==> config.mk <==
export PLATFORM = sky130hd
export DESIGN_NAME = thermal_trip_ctrl
export DESIGN_NICKNAME = d
export VERILOG_FILES = /design/src/rtl/trip_pkg.sv /design/src/rtl/trip_sync.sv /design/src/rtl/trip_qual_timer.sv /design/src/rtl/thermal_trip_ctrl.sv
export SDC_FILE = /design/constraint.sdc
export NUM_CORES = 1
export LEC_CHECK = 0
export BUFFER_PORTS_ARGS = -buffer_cell sky130_fd_sc_hd__buf_2
export CELL_PAD_IN_SITES_DETAIL_PLACEMENT = 1
export CELL_PAD_IN_SITES_GLOBAL_PLACEMENT = 1
export CORE_MARGIN = 1.5
export CORE_UTILIZATION = 46
export CTS_CLUSTER_DIAMETER = 30
export CTS_CLUSTER_SIZE = 24
export DETAILED_ROUTE_END_ITERATION = 10
export PLACE_DENSITY_LB_ADDON = 0.1
export SLEW_MARGIN = 20
export SYNTH_ARGS = -nofsm -noshare
export SYNTH_HDL_FRONTEND = slang
export SYNTH_SLANG_ARGS = --single-unit
==> constraint.sdc <==
create_clock -name clk -period 3.6 [get_ports clk]
set_input_delay 0.36 -clock clk [delete_from_list [all_inputs] [get_ports clk]]
set_output_delay 0.36 -clock clk [all_outputs]
set_load 0.1 [all_outputs]
==> src/rtl/trip_pkg.sv <==
package trip_pkg;
    typedef enum logic [1:0] {
        ST_OFF   = 2'd0,
        ST_QUAL  = 2'd1,
        ST_ARMED = 2'd2,
        ST_TRIP  = 2'd3
    } trip_state_t;
endpackage

==> src/rtl/trip_sync.sv <==
module trip_sync #(
    parameter int STAGES = 2
) (
    input  logic clk,
    input  logic rst_n,
    input  logic d_async,
    output logic q_sync
);
    logic [STAGES-1:0] chain;

    generate
        for (genvar i = 0; i < STAGES; i++) begin : g_stage
            if (i == 0) begin : g_first
                always_ff @(posedge clk or negedge rst_n) begin
                    if (!rst_n) chain[0] <= 1'b0;
                    else        chain[0] <= d_async;
                end
            end else begin : g_next
                always_ff @(posedge clk or negedge rst_n) begin
                    if (!rst_n) chain[i] <= 1'b0;
                    else        chain[i] <= chain[i-1];
                end
            end
        end
    endgenerate

    assign q_sync = chain[STAGES-1];
endmodule

==> src/rtl/trip_qual_timer.sv <==
module trip_qual_timer #(
    parameter int QUAL_CYCLES = 1000
) (
    input  logic clk,
    input  logic rst_n,
    input  logic run,
    output logic done
);
    localparam int CW = (QUAL_CYCLES < 2) ? 1 : $clog2(QUAL_CYCLES);
    localparam logic [CW-1:0] LAST = CW'(QUAL_CYCLES - 1);

    logic [CW-1:0] count;

    always_ff @(posedge clk or negedge rst_n) begin
        if (!rst_n)              count <= '0;
        else if (!run)           count <= '0;
        else if (count != LAST)  count <= count + 1'b1;
    end

    assign done = run && (count == LAST);
endmodule

==> src/rtl/thermal_trip_ctrl.sv <==
module thermal_trip_ctrl
    import trip_pkg::*;
#(
    parameter int QUAL_CYCLES = 1000,
    parameter int SYNC_STAGES = 2
) (
    input  logic clk,
    input  logic pwr_ok,
    input  logic over_temp,
    output logic trip_n,
    output logic trip_oe,
    output logic halt_req
);
    trip_state_t state, state_nx;
    logic        hot_s;
    logic        qual_done;

    trip_sync #(.STAGES(SYNC_STAGES)) u_sync (
        .clk     (clk),
        .rst_n   (pwr_ok),
        .d_async (over_temp),
        .q_sync  (hot_s)
    );

    trip_qual_timer #(.QUAL_CYCLES(QUAL_CYCLES)) u_timer (
        .clk   (clk),
        .rst_n (pwr_ok),
        .run   (state == ST_QUAL),
        .done  (qual_done)
    );

    always_comb begin
        state_nx = state;
        unique case (state)
            ST_OFF:   state_nx = ST_QUAL;
            ST_QUAL:  if (qual_done) state_nx = ST_ARMED;
            ST_ARMED: if (hot_s)     state_nx = ST_TRIP;
            ST_TRIP:  state_nx = ST_TRIP;
            default:  state_nx = ST_OFF;
        endcase
    end

    always_ff @(posedge clk or negedge pwr_ok) begin
        if (!pwr_ok) state <= ST_OFF;
        else         state <= state_nx;
    end

    always_comb begin
        trip_n   = 1'b1;
        trip_oe  = 1'b0;
        halt_req = 1'b0;
        unique case (state)
            ST_OFF, ST_QUAL: ;
            ST_ARMED: trip_oe = 1'b1;
            ST_TRIP: begin
                trip_oe  = 1'b1;
                trip_n   = 1'b0;
                halt_req = 1'b1;
            end
            default: ;
        endcase
    end
endmodule

Word-level counts from Yosys, hierarchy flattened
Cells that the tools add are included.
{"block": "totals", "regBits": 14, "elab_cells": 25}
{"block": "classes", "n_reduce_logical": 4, "mux": 8, "n_addsub": 1, "n_eq_ne": 8}
{"cell": "two-way mux 10 bit", "count": 2}
{"cell": "adder 10 x 1 -> 10 bit, second input constant", "count": 1}
{"cell": "equality test 10 bit, second input constant", "count": 1}
{"cell": "!= test 10 bit, second input constant", "count": 1}
{"cell": "case mux 2 bit (4 select lines)", "count": 1}
{"cell": "equality test 2 bit, second input constant", "count": 2}
{"cell": "two-way mux 2 bit", "count": 2}
{"cell": "!= test 2 bit, second input constant", "count": 2}
{"cell": "two-way mux 1 bit", "count": 3}
{"cell": "equality test 2 x 1 -> 1 bit, second input constant", "count": 1}
{"cell": "zero test 2 bit", "count": 1}
{"cell": "!= test 2 x 1 -> 1 bit, second input constant", "count": 1}
{"cell": "AND reduction 2 bit", "count": 1}
{"cell": "OR reduction 2 bit", "count": 1}
{"cell": "logical AND 1 bit", "count": 1}

Depth between registers and ports, before layout
{"block": "logic_depth", "ltp_word": 4, "depth_mapped": 4, "mapped_depth_nobuf": 4}

Cells and area by module
A second synthesis with hierarchy kept.
{"block": "unflattened", "hier_cells": 67, "area_unflattened_um2": 681.9}
{"module": "trip_qual_timer", "area_per_inst_um2": 531.8, "seq_area_each_um2": 250.2, "instances": 1, "cells_per_inst": 55}
{"module": "thermal_trip_ctrl", "area_per_inst_um2": 100.1, "seq_area_each_um2": 50.0, "instances": 1, "cells_per_inst": 10}
{"module": "trip_sync", "area_per_inst_um2": 50.0, "seq_area_each_um2": 50.0, "instances": 1, "cells_per_inst": 2}

Least setup slack after synthesis
OpenSTA, ideal clock, no wires.
{"block": "synth_path", "path_kind": "reg-to-output", "start": "register state[1]", "end": "output port halt_req", "t_arrival_ps": 1829, "path_buffers": 0, "slack_ps": 1411, "stages_incl_launch_ff": 3, "path_cell_list": "dfrtp_1 nand2_1 inv_1"}
{"block": "synth_between", "elab_chain_len": 2}
{"element": "from (decl)", "line": "thermal_trip_ctrl.sv:14", "rtl": "trip_state_t state, state_nx;"}
{"element": "from (signal assigned)", "line": "thermal_trip_ctrl.sv:45", "rtl": "else state <= state_nx;"}
{"element": "equality test 2 bit", "line": "thermal_trip_ctrl.sv:52", "rtl": "unique case (state)"}
{"element": "two-way mux 1 bit", "line": "thermal_trip_ctrl.sv:52"}
{"element": "to (decl)", "line": "thermal_trip_ctrl.sv:12", "rtl": "output logic halt_req"}
No other way between the ends.

Final worst setup path
{"block": "layout_path", "start": "register state[0]", "end": "output port halt_req"}
Same word-level chain as after synthesis.

==> reports/summary.log <==
[outcome] run status complete, no violations
[job] number of violations of the max-capacitance limit 0
[clock_network] latest clock arrival within the worst-skew pair 280 ps
[sta] RSZ-0062 raised after global routing no
[worst_hold_path] Min-Delay Path Depth 1
[global_routing] sum of overflow across all layers after global routing 0
[worst_hold_path] class of the worst hold path in2reg
[setup_path] buffers and inverters on the worst path 2
[detailed_routing] DR iter-0 viols 3
[synth] combined area of all synthesized cells 702 sq um
[final_layout] most frequent standard cell in the layout excluding fill and tap cells dfrtp_1
[synth] warning count from the yosys run 0
[placement] DP Cell Count 87
[sta] post-route minimum period 1640 ps
[clock_network] cts repair resizes 0
[sta] transition time at the pin with the least slew margin 495 ps
[final_layout] Area Growth Syn to Fin 7.13%
[floorplan] area of the die 1770 sq um
[setup_path] Cell Chain, Critical Path nand2_1 > inv_1 > buf_2
[final_layout] Final Util 55.0%
[sta] count of final setup violators 0
[synth] part of the Yosys area used for sequential elements 49.9%
[synth] biggest area contributors in the synthesized netlist dfrtp_1 50%, a21oi_1 5.0%, buf_6 3.2%, nor3b_1 3.2%, o31ai_1 3.2%
[global_routing] number of antenna violations at the first check in global routing 0
[clock_network] clock transition at the registers of the reported paths 80 ps
[sta] Max-slew headroom 67.2%
[final_layout] register area 350 sq um
[final_layout] number of diodes added for antenna fixing 0
[setup_path] maximum fanout encountered on the critical timing path 5
[detailed_routing] total detailed-routing wirelength 1570 microns
[setup_path] startpoint class of the critical path flop
[final_layout] final instance count without filler cells 91
[detailed_routing] post-route ant nets 0
[synth] Syn Inst Count 70
[final_layout] area used by multi-input combinational logic 310 sq um
[final_layout] commonest non-fill, non-tap cells in the layout 14 x dfrtp_1, 7 x a21oi_1, 5 x buf_2, 4 x nand2_1, 4 x inv_1
[clock_network] total number of H-tree levels 1
[placement] routability congestion estimate 0.759
[clock_network] clock buffer count from CTS 3
[clock_network] Root Driver clkbuf_4
[synth] average instance area after synthesis 10.0 sq um
[clock_network] clock sink total 14
[sta] final setup skew 1.55 ps
[detailed_routing] routed via count 558
[final_layout] fill count 170
[synth] most frequently used flop master after synthesis dfrtp_1
[setup_path] startpoint-to-endpoint class of the critical path reg2out
[floorplan] Core Area 1370 sq um
[setup_path] Worst Setup End Kind output port
[floorplan] cell row count 13
[sta] Hold Worst Slack 180 ps
[synth] share of flip-flops with an asynchronous set or reset after synthesis 100%
[setup_path] Crit Reg-Reg Startpoint u_timer.count[0]$_DFFE_PN0P_
[setup_path] terminus of the critical flop-to-flop path state[0]$_DFFE_PN0P_
[pwr] power density cells 335 nW/um^2
[sta] Final TNS setup 0 ps
[clock_network] TritonCTS clock tree yes
[setup_path] setup slack of the most critical reg-to-reg path 2130 ps
[setup_path] kind of cell with the highest combined delay on the critical path buffers and inverters
[setup_path] worst path required time 3240 ps
[synth] share of the synthesized area in the top cell type 49.9%
[worst_hold_path] hold worst-path end u_sync.chain[0]$_DFF_PN0_
[sta] Final Hold Violating Endpoints 0
[global_routing] vias in the first global route 571
[detailed_routing] drt wl/cell 17.2 microns
[sta] achievable frequency 0.608 GHz
[setup_path] arrival time worst endpoint 1280 ps
[worst_hold_path] HP Start over_temp
[setup_path] count of cells along the worst register-to-register path 4
[sta] share of the cycle needed by the critical path after routing 45.7%
[detailed_routing] DR DRC count 0
[setup_path] slowest library cell on the worst path dfrtp_1
[synth] number of flops mapped to enable cells by yosys 0
[sta] max-slew violation count 0
[synth] cell type with the highest aggregate area in the netlist dfrtp_1
[synth] synthesis-stage register bit count 14
[detailed_routing] first-pass detailed-route iteration total 4
[pwr] Max rail drop VDD 0.199 mV
[final_layout] NumNets Final 82
[floorplan] Die W 42.1 microns
[floorplan] initial core utilization 51.4%
[clock_network] CTS Buffer Depth 2
[floorplan] Die Y 42.1 microns
[synth] net count of the mapped netlist 74
[detailed_routing] ratio of routed vias to standard cells 6.13
[pwr] total power consumption of the routed design 0.252 mW
[synth] Cell variety after synth 28
[floorplan] I/O pin cnt 6
[global_routing] wire length of the first global-routing pass 2640 microns
[global_routing] maximum number of pins on one net before global-route repair 15
[final_layout] ratio of cells with drive above 1 in the final layout 14.5%
[global_routing] aggregate global-route resource usage 20.5%
[placement] number of port buffers 5
[setup_path] crit-path max cell delay 430 ps
[pwr] static leakage 0.334 nW
==> registers in the layout, indices dropped and copies added (netlist names) <==
name,cells
state,2
u_sync.chain,1
u_sync.q_sync,1
u_timer.count,10
==> metrics by stage <==
step	setup slack (ps)	area, sq um
3_3_place_gp	2210	719
4_1_cts	1960	752
5_1_grt	1850	752
2_1_floorplan	1410	702
3_5_place_dp	2140	719
6_report	1960	752
==> per-layer routing <==
| metal | global-route usage [%] | share of wire [%] | routed length (microns) |
|---|---|---|---|
| met5 | 0 | 0 | 0 |
| met4 | 11.3 | 1.2 | 19 |
| met3 | 3.88 | 2.3 | 36 |
| met2 | 32.5 | 50 | 779 |
| met1 | 26.3 | 47 | 733 |
==> where the power goes <==
part | total, mW | internal [mW] | switching [mW]
Clock | 0.0889 | 0.0388 | 0.0500
Sequential | 0.158 | 0.158 | 0.000240
Combinational | 0.00458 | 0.00147 | 0.00311
==> cell usage after synthesis (2+ instances only) <==
master and instances:
nor3_1 2, nor3b_1 3, or4_1 2, a21oi_1 7
buf_6 2, o21ai_0 2, o31ai_1 3, nand4_1 3
a31oi_1 2, or3_1 2, nand3_1 3, inv_1 4
dfrtp_1 14, nand2_1 4, o21a_1 2, nor2_1 3
==> cell families (layout without fill, tap and decap cells) <==
kind of cell	after synthesis	in the layout	synth area share (%)
compound gates	18	18	15.7
xor+xnor	1	1	1.25
fa+ha+maj	1	1	1.78
buf+inv	7	13	5.88
flops	14	14	49.9
simple gates	29	29	25.5
==> worst max path at each step <==
stage / startpoint / to / depth (start not counted)
floorplan: state[1]$_DFFE_PN0P_ / halt_req / 2
global placement: u_timer.count[0]$_DFFE_PN0P_ / state[0]$_DFFE_PN0P_ / 4
detailed placement: u_timer.count[0]$_DFFE_PN0P_ / state[0]$_DFFE_PN0P_ / 4
global route: state[0]$_DFFE_PN0P_ / halt_req / 3
CTS: state[0]$_DFFE_PN0P_ / halt_req / 3
finish: state[0]$_DFFE_PN0P_ / halt_req / 3
==> layout make-up <==
type                       count  area share [%]
sequential                    14            46.6
multi-input combinational     49            41.3
timing repair buffer           6            4.66
clock buffer                   3            3.00
tap                           15            2.50
inverter                       4            2.00
==> repair_timing <==
item                      4_1_cts  5_1_grt
hold buffers                    1        0
setup buffers                   0        0
hold endpoints to repair       14        0
Power figures use the tool's default switching activity.
